`config.mk`:
```
export PLATFORM = sky130hd
export DESIGN_NAME = iotlb_cache
export DESIGN_NICKNAME = d
export VERILOG_FILES = /design/src/rtl/iotlb_cache.sv
export SDC_FILE = /design/constraint.sdc
export NUM_CORES = 2
export LEC_CHECK = 0
export BUFFER_PORTS_ARGS = -buffer_cell sky130_fd_sc_hd__buf_2
export CAP_MARGIN = 20
export CORE_MARGIN = 2
export CORE_UTILIZATION = 45
export DETAILED_ROUTE_END_ITERATION = 8
export HOLD_SLACK_MARGIN = 0.15
export PLACE_DENSITY = 0.59
export SYNTH_ARGS = -nofsm -noshare
export SYNTH_HDL_FRONTEND = slang
export SYNTH_SLANG_ARGS = --single-unit
```
`constraint.sdc`:
```
create_clock -name clk -period 13.08 [get_ports clk]
set_input_delay 1.308 -clock clk [delete_from_list [all_inputs] [get_ports clk]]
set_output_delay 1.308 -clock clk [all_outputs]
set_load 0.01 [all_outputs]
```
`src/rtl/iotlb_cache.sv`:
```
module iotlb_cache #(
  parameter int ENTRIES = 16,
  parameter int ASID_W  = 16,
  parameter int ADDR_W  = 32,
  parameter int CNT_W   = 32,
  localparam int GW = $clog2(ADDR_W),
  localparam int IW = $clog2(ENTRIES)
) (
  input  logic              clk,
  input  logic              rst_n,
  input  logic              lk_valid,
  input  logic [ASID_W-1:0] lk_asid,
  input  logic [ADDR_W-1:0] lk_addr,
  input  logic [GW-1:0]     lk_gran,
  input  logic              lk_write,
  input  logic              fill_valid,
  input  logic [ASID_W-1:0] fill_asid,
  input  logic [ADDR_W-1:0] fill_addr,
  input  logic [GW-1:0]     fill_gran,
  input  logic [ADDR_W-1:0] fill_page,
  input  logic              fill_wr_ok,
  input  logic              inv_valid,
  input  logic [1:0]        inv_scope,
  input  logic [ASID_W-1:0] inv_asid,
  input  logic [ADDR_W-1:0] inv_addr,
  output logic              rsp_valid,
  output logic              rsp_hit,
  output logic              rsp_fault,
  output logic [ADDR_W-1:0] rsp_addr,
  output logic [CNT_W-1:0]  hit_count,
  output logic [CNT_W-1:0]  miss_count
);

  logic [ENTRIES-1:0] vld, hit_vec, kill, dup_vec, vld_post, vld_next;
  logic [ASID_W-1:0]  e_asid [ENTRIES];
  logic [ADDR_W-1:0]  e_va   [ENTRIES];
  logic [ADDR_W-1:0]  e_pa   [ENTRIES];
  logic [ENTRIES-1:0] e_wr;

  logic [ADDR_W-1:0] lk_mask, lk_tag, fill_mask, fill_tag, hit_pa;
  logic              hit_wr, any_hit, flush;
  logic [IW-1:0]     slot;

  assign lk_mask   = (ADDR_W'(1) << lk_gran) - ADDR_W'(1);
  assign lk_tag    = lk_addr & ~lk_mask;
  assign fill_mask = (ADDR_W'(1) << fill_gran) - ADDR_W'(1);
  assign fill_tag  = fill_addr & ~fill_mask;

  for (genvar i = 0; i < ENTRIES; i++) begin : g_ent
    assign hit_vec[i] = vld[i] && e_asid[i] == lk_asid && e_va[i] == lk_tag;
    assign kill[i]    = inv_valid && (inv_scope == 2'b00 ||
                        (e_asid[i] == inv_asid &&
                         (inv_scope == 2'b01 ||
                          (inv_scope == 2'b10 && e_va[i] == inv_addr))));
    assign dup_vec[i] = vld_post[i] && e_asid[i] == fill_asid && e_va[i] == fill_tag;
  end

  assign vld_post = vld & ~kill;
  assign any_hit  = |hit_vec;
  assign flush    = fill_valid && (&vld_post) && !(|dup_vec);

  always_comb begin
    hit_pa = '0;
    hit_wr = 1'b0;
    for (int i = 0; i < ENTRIES; i++)
      if (hit_vec[i]) begin
        hit_pa = hit_pa | e_pa[i];
        hit_wr = hit_wr | e_wr[i];
      end
  end

  always_comb begin
    slot = '0;
    for (int i = ENTRIES - 1; i >= 0; i--)
      if (!vld_post[i]) slot = IW'(i);
    if (|dup_vec) begin
      for (int i = 0; i < ENTRIES; i++)
        if (dup_vec[i]) slot = IW'(i);
    end else if (&vld_post) begin
      slot = '0;
    end
  end

  always_comb begin
    vld_next = flush ? '0 : vld_post;
    if (fill_valid) vld_next[slot] = 1'b1;
  end

  always_ff @(posedge clk)
    if (fill_valid) begin
      e_asid[slot] <= fill_asid;
      e_va[slot]   <= fill_tag;
      e_pa[slot]   <= fill_page;
      e_wr[slot]   <= fill_wr_ok;
    end

  always_ff @(posedge clk) begin
    if (!rst_n) begin
      vld        <= '0;
      rsp_valid  <= 1'b0;
      rsp_hit    <= 1'b0;
      rsp_fault  <= 1'b0;
      rsp_addr   <= '0;
      hit_count  <= '0;
      miss_count <= '0;
    end else begin
      vld       <= vld_next;
      rsp_valid <= lk_valid;
      rsp_hit   <= lk_valid && any_hit;
      rsp_fault <= lk_valid && any_hit && lk_write && !hit_wr;
      rsp_addr  <= (lk_valid && any_hit) ? hit_pa + (lk_addr & lk_mask) : '0;
      if (lk_valid && any_hit && hit_count != '1)   hit_count  <= hit_count + 1'b1;
      if (lk_valid && !any_hit && miss_count != '1) miss_count <= miss_count + 1'b1;
    end
  end

endmodule

```
; ---- Yosys cells after proc, flatten, opt, wreduce, memory -nomap -nowiden
; Memories as Yosys holds them, arrays and structs flattened.
; Index checks and enable logic that the tools add are counted.
[op_classes]
n_reduce_logical = 161
bitwise_logic = 38
eq_ne = 100
n_lt_le_gt_ge = 2
addsub = 5
shifts = 2
mux = 73
[op_table]
columns = operator, count
row1 = 32-bit == test, 48
row2 = 16-bit == test, 48
row3 = 32-bit two-way mux, 16
row4 = 32-bit OR, 15
row5 = 4-bit two-way mux, 34
row6 = 1-bit logical AND, 121
row7 = 32-bit bitwise AND, 3
row8 = 32-bit by 1-bit adder with 32-bit output (second input constant), 2
row9 = 32-bit inequality test (second input constant), 2
row10 = 32-bit NOT, 2
row11 = 1-bit by 5-bit left shift with 32-bit output (first input constant), 2
row12 = 32-bit by 2-bit subtractor with 32-bit output (second input constant), 2
row13 = 32-bit adder, 1
row14 = 1-bit logical OR, 32
row15 = 16-bit two-way mux, 2
row16 = 16-bit OR reduction, 2
row17 = 1-bit two-way mux, 19
row18 = 16-bit bitwise AND, 1
row19 = 16-bit bitwise mux, 1
row20 = 16-bit NOT, 1
row21 = 16-bit OR, 1
row22 = 16-bit AND reduction, 1
row23 = 1-bit OR, 15
row24 = 4-bit by 5-bit less-than comparator with 1-bit output (second input constant), 1
row25 = other kinds (7), 9
[word_totals]
word_cells = 392
regBits = 131
n_memories = 3
in_bits = 195
ramBits = 1280
out_inout_bits = 99
[memory_table]
columns = memory, depth, width, read_ports, rd_ports_with_merged_regs, wr, line_no
row1 = e_pa, 16, 32, 16, 0, 1, 37  ; logic [ADDR_W-1:0] e_pa [ENTRIES];
row2 = e_va, 16, 32, 16, 0, 1, 36  ; logic [ADDR_W-1:0] e_va [ENTRIES];
row3 = e_asid, 16, 16, 16, 0, 1, 35  ; logic [ASID_W-1:0] e_asid [ENTRIES];

; ---- Depth between registers and ports, before layout
[depth]
ltp_word = 47
depth_mapped = 35
depth_no_buf = 28

; ---- Worst setup path after synthesis
; No wires, ideal clock.
[synth_timing]
path_type = input to register
startpoint = input port fill_gran[3]
endpoint = memory e_asid[11][0], enable pin
arrival_time_ps = 9289
stages = 20
setup_ps = 521
n_path_buf = 5
t_required_ps = 12559
slack_ps = 3270
path_cell_list = buf_2 -> buf_4 -> or3_1 -> clkbuf_1 -> or3_1 -> ha_1 -> clkbuf_1 -> nor3b_1 -> o21a_1 -> nor2_1 -> xnor2_1 -> o211ai_1 -> or4_1 -> a311oi_1 -> o2111ai_1 -> a211oi_1 -> nor3_2 -> or2_2 -> clkbuf_1 -> nor2_1
[synth_between]
elab_chain_cells = 23
word_cells_on_any_way = 54
classes_between = 1 x add/sub / 16 x eq/ne / 1 x shift / 17 x mux / 2 x bitwise / 17 x reduce/logical
[synth_rtl]
columns = item, line_no
row1 = start: declaration, 19  ; input logic [GW-1:0] fill_gran,
row2 = 1-bit by 5-bit left shift with 32-bit output (*), 46  ; assign fill_mask = (ADDR_W'(1) << fill_gran) - ADDR_W'(1);
row3 = 32-bit by 2-bit subtractor with 32-bit output (*), 46
row4 = 32-bit NOT (*), 47  ; assign fill_tag = fill_addr & ~fill_mask;
row5 = 32-bit bitwise AND (*), 47
row6 = named net fill_tag[24], 40  ; logic [ADDR_W-1:0] lk_mask, lk_tag, fill_mask, fill_tag, hit_pa;
row7 = 32-bit == test, 55  ; assign dup_vec[i] = vld_post[i] && e_asid[i] == fill_asid && e_va[i] == fill_tag;
row8 = 1-bit logical AND, 55
row9 = 4-bit two-way mux (16 in series), 78  ; if (dup_vec[i]) slot = IW'(i);
row10 = 4-bit two-way mux (*), 76  ; if (|dup_vec) begin
row11 = end: declaration, 35
; The timed path passes the listed nets; every way through them passes the cells marked *.

; ---- Worst setup path after layout
[layout_timing]
startpoint = input port lk_gran[3]
endpoint = register rsp_addr[30]
[layout_between]
elab_chain_cells = 38
word_cells_on_any_way = 72
classes_between = 2 x add/sub / 16 x eq/ne / 1 x shift / 16 x mux / 18 x bitwise / 19 x reduce/logical
[layout_rtl]
columns = item, line_no
row1 = start: declaration, 14  ; input logic [GW-1:0] lk_gran,
row2 = 1-bit by 5-bit left shift with 32-bit output (*), 44  ; assign lk_mask = (ADDR_W'(1) << lk_gran) - ADDR_W'(1);
row3 = 32-bit by 2-bit subtractor with 32-bit output (*), 44
row4 = 32-bit NOT, 45  ; assign lk_tag = lk_addr & ~lk_mask;
row5 = 32-bit bitwise AND, 45
row6 = 32-bit == test, 50  ; assign hit_vec[i] = vld[i] && e_asid[i] == lk_asid && e_va[i] == lk_tag;
row7 = 1-bit logical AND, 50
row8 = 32-bit two-way mux, 66  ; if (hit_vec[i]) begin
row9 = 32-bit OR, 67  ; hit_pa = hit_pa | e_pa[i];
row10 = [... 22 more ...], -
row11 = 32-bit two-way mux, 66
row12 = 32-bit OR, 67
row13 = 32-bit two-way mux, 66
row14 = 32-bit OR, 67
row15 = 32-bit two-way mux, 66
row16 = 32-bit OR, 67
row17 = 32-bit two-way mux, 66
row18 = 32-bit adder, 111  ; rsp_addr <= (lk_valid && any_hit) ? hit_pa + (lk_addr & lk_mask) : '0;
row19 = end signal: assignment, 111
row20 = end: declaration, 29  ; output logic [ADDR_W-1:0] rsp_addr,
; Mark *: on every way between the ends. The rest lies on a longest branch, timed or not.
; A chain may end at the register's enable or synchronous reset.

==> metrics.txt <==
status completed; vias in the first global route 63,193; DR pass1 iterations 6; Max Cap Viol 0; TritonCTS buffer count 162; dpl cell area 86,100 sq um; crit path DAT 10.23 ns; Cell variety after synth 106; synthesized area per cell 11.6 sq um; Pleak 29.7 nW; Worst-Skew Late Latency 0.86 ns; most common cell after layout, fill and taps aside edfxtp_1; Synth-to-Final Area Change 14.0%; Nets 7,507; Power per Cell Area 122 nW/um^2; Die X 427 um; syn nets 7,155; Peak supply drop 125 uV; crit path capture rsp_addr[30]; ys flop type edfxtp_1; Worst-Margin Slew 1.38 ns; origin of the worst setup path lk_gran[3]; CTS tree built; die footprint 183,000 sq um; core footprint 178,000 sq um; Post-CTS Hold Fix Bufs 0; PortBufs 293; Clock Path Buffers 3; fin crit share 72.6%; Initial Util 45.2%; largest net degree at the start of global routing 82; Die Ht 427 um; TNS Setup 0 ns; Worst Path Buf+Inv 6; Setup-failing EPs final 0; reg2reg path depth 26; register area share after synthesis 51.1%; first-pass GRT wire length 561 mm; number of max-slew violations in the final report 0; Post-CTS Setup Repair Bufs 0; Avg WL per Cell 43.4 um; Post-DP HPWL 303 mm; Tmin final 9.50 ns; type of origin of the critical path primary input; Tot GR Track Use 45.6%; max incr delay on CP 0.67 ns; CP max FO 34; clock sinks 1,411; Stages on worst setup path 32; clock root cell clkbuf_16; Async SR Flop Fraction 0%; Remaining DRCs 0; CP max-delay cell or4_1; maximum clock frequency 105 MHz; Post-Syn Instances 6,924; final core utilization 51.6%; register clock-pin slew on the reported worst setup and hold paths 0.06 ns; Final Skew 0.0650 ns; CP most frequent cell buf_4; R2R Setup Slk 5.10 ns; Row Count 155; First DRT Iteration DRCs 11,123; H-tree level count 4; via count 67,294; IO Pins 294; Avg Vias per Cell 6.88; reg2reg end rsp_addr[30]; Hold Vio Cnt, Final 0; grt ovf 0; Yosys reg bits 1,411; ANT nets after route 0; DRT Wirelength 425 mm; CP top delay family simple AND/OR/NAND/NOR gates; post-route cell area 91,900 sq um; most frequent cells in the layout edfxtp_1, xor2_1, xnor2_1; Hold Crit Depth 2; gpl congestion 1.08; post-CTS sizing 0; critical path class primary input to flip-flop; Setup crit end kind flip-flop; EDFF count, synth 1,296; CP required 13.81 ns; RSZ-0062 raised after global routing no; initial antenna violation count 40; Yosys warnings 0; relative slew slack 7.53%; ratio of cells with drive above 1 in the final layout 13.6%; Hold Path Class flip-flop to flip-flop; mapped cell area 80,600 sq um; RR Startpoint e_asid[10][8]
[how the worst min path moves through the flow]
| stage | from | end |
|---|---|---|
| after global placement | hit_count[22] | hit_count[22] |
| final | miss_count[29] | miss_count[29] |
| after global routing | miss_count[29] | miss_count[29] |
| after detailed placement | miss_count[29] | miss_count[29] |
| after floorplan | e_wr[4] | rsp_fault |
| after CTS | miss_count[29] | miss_count[29] |
[layer usage]
| layer | vias up | GRT usage [%] | wire length, um |
|---|---|---|---|
| li1 | 26725 | - | - |
| met1 | 33834 | 58.4 | 158000 |
| met2 | 5312 | 67.2 | 180000 |
| met3 | 1401 | 12.0 | 50000 |
| met4 | 22 | 31.8 | 36300 |
| met5 | - | 0 | 138 |
[sequential cells by signal, summed over array words and instances (netlist names), 16 cells and up]
signal,cells
e_asid,256
e_pa,512
e_va,512
e_wr,16
hit_count,32
miss_count,32
rsp_addr,32
vld,16
[logic make-up (layout without fill, tap and decap cells)]
group / after synthesis / in the layout / share of synthesized area (%)
adders and majority gates: 36 / 36 / 0.568
muxes: 16 / 16 / 0.199
and+or+nand+nor: 1934 / 1934 / 14.2
DFF: 1411 / 1411 / 51.1
AOI/OAI and AO/OA: 925 / 925 / 8.46
xor gates and xnor gates: 2108 / 2108 / 22.9
other: 0 / 19 / 0
buffers and inverters: 494 / 980 / 2.49
[power breakdown]
part,switching [mW],internal [mW],total (mW)
Clock,2.07,2.77,4.84
Sequential,0.0473,4.98,5.02
Combinational,0.982,0.356,1.34
Total,3.10,8.11,11.2
[worst register-to-register path: cells and delay by family (launching register included)]
family	cells	cell delay, ns
AOI/OAI and AO/OA	10	2.75
buffers and inverters	2	0.61
and+or+nand+nor	10	3.03
xor gates and xnor gates	2	0.36
DFF	1	0.45
adders and majority gates	2	0.64
[area by class of cell]
type / instances / area, sq um
fill: 15665 / 86300
multi-input combinational: 5019 / 37800
antenna: 19 / 47.5
sequential: 1411 / 41200
inverter: 81 / 304
clock buffer: 208 / 4400
timing repair buffer: 601 / 3950
tap: 2355 / 2950
clock inverter: 90 / 1230
[synthesized netlist by cell type (all sizes together) (50+ instances only)]
master,number,area (sq um)
edfxtp,1296,38900
nor4,380,2460
xnor2,1000,8760
o21ai,205,1070
or3,72,450
nor4b,50,438
and3,64,400
buf,124,622
dfxtp,115,2300
a21boi,64,480
clkbuf,289,1080
nor2,173,667
a22o,121,1060
xor2,1108,9700
nand2,164,626
nand4,357,2230
nand3,138,696
nor3,217,1110
a221oi,123,1100
nand2b,62,388
a21oi,103,519
inv,78,293
[per-stage QoR]
stage	power [mW]	instances	hold slack, ns	setup WS [ns]
4_1_cts	11.1	9757	0.488	3.57
2_1_floorplan	5.75	6924	0.477	3.27
6_report	11.2	9784	0.484	3.58
3_3_place_gp	6.37	9454	0.464	2.73
5_1_grt	11.4	9768	0.508	3.20
3_5_place_dp	6.38	9459	0.480	2.67
(Power assumes the default switching activity.)
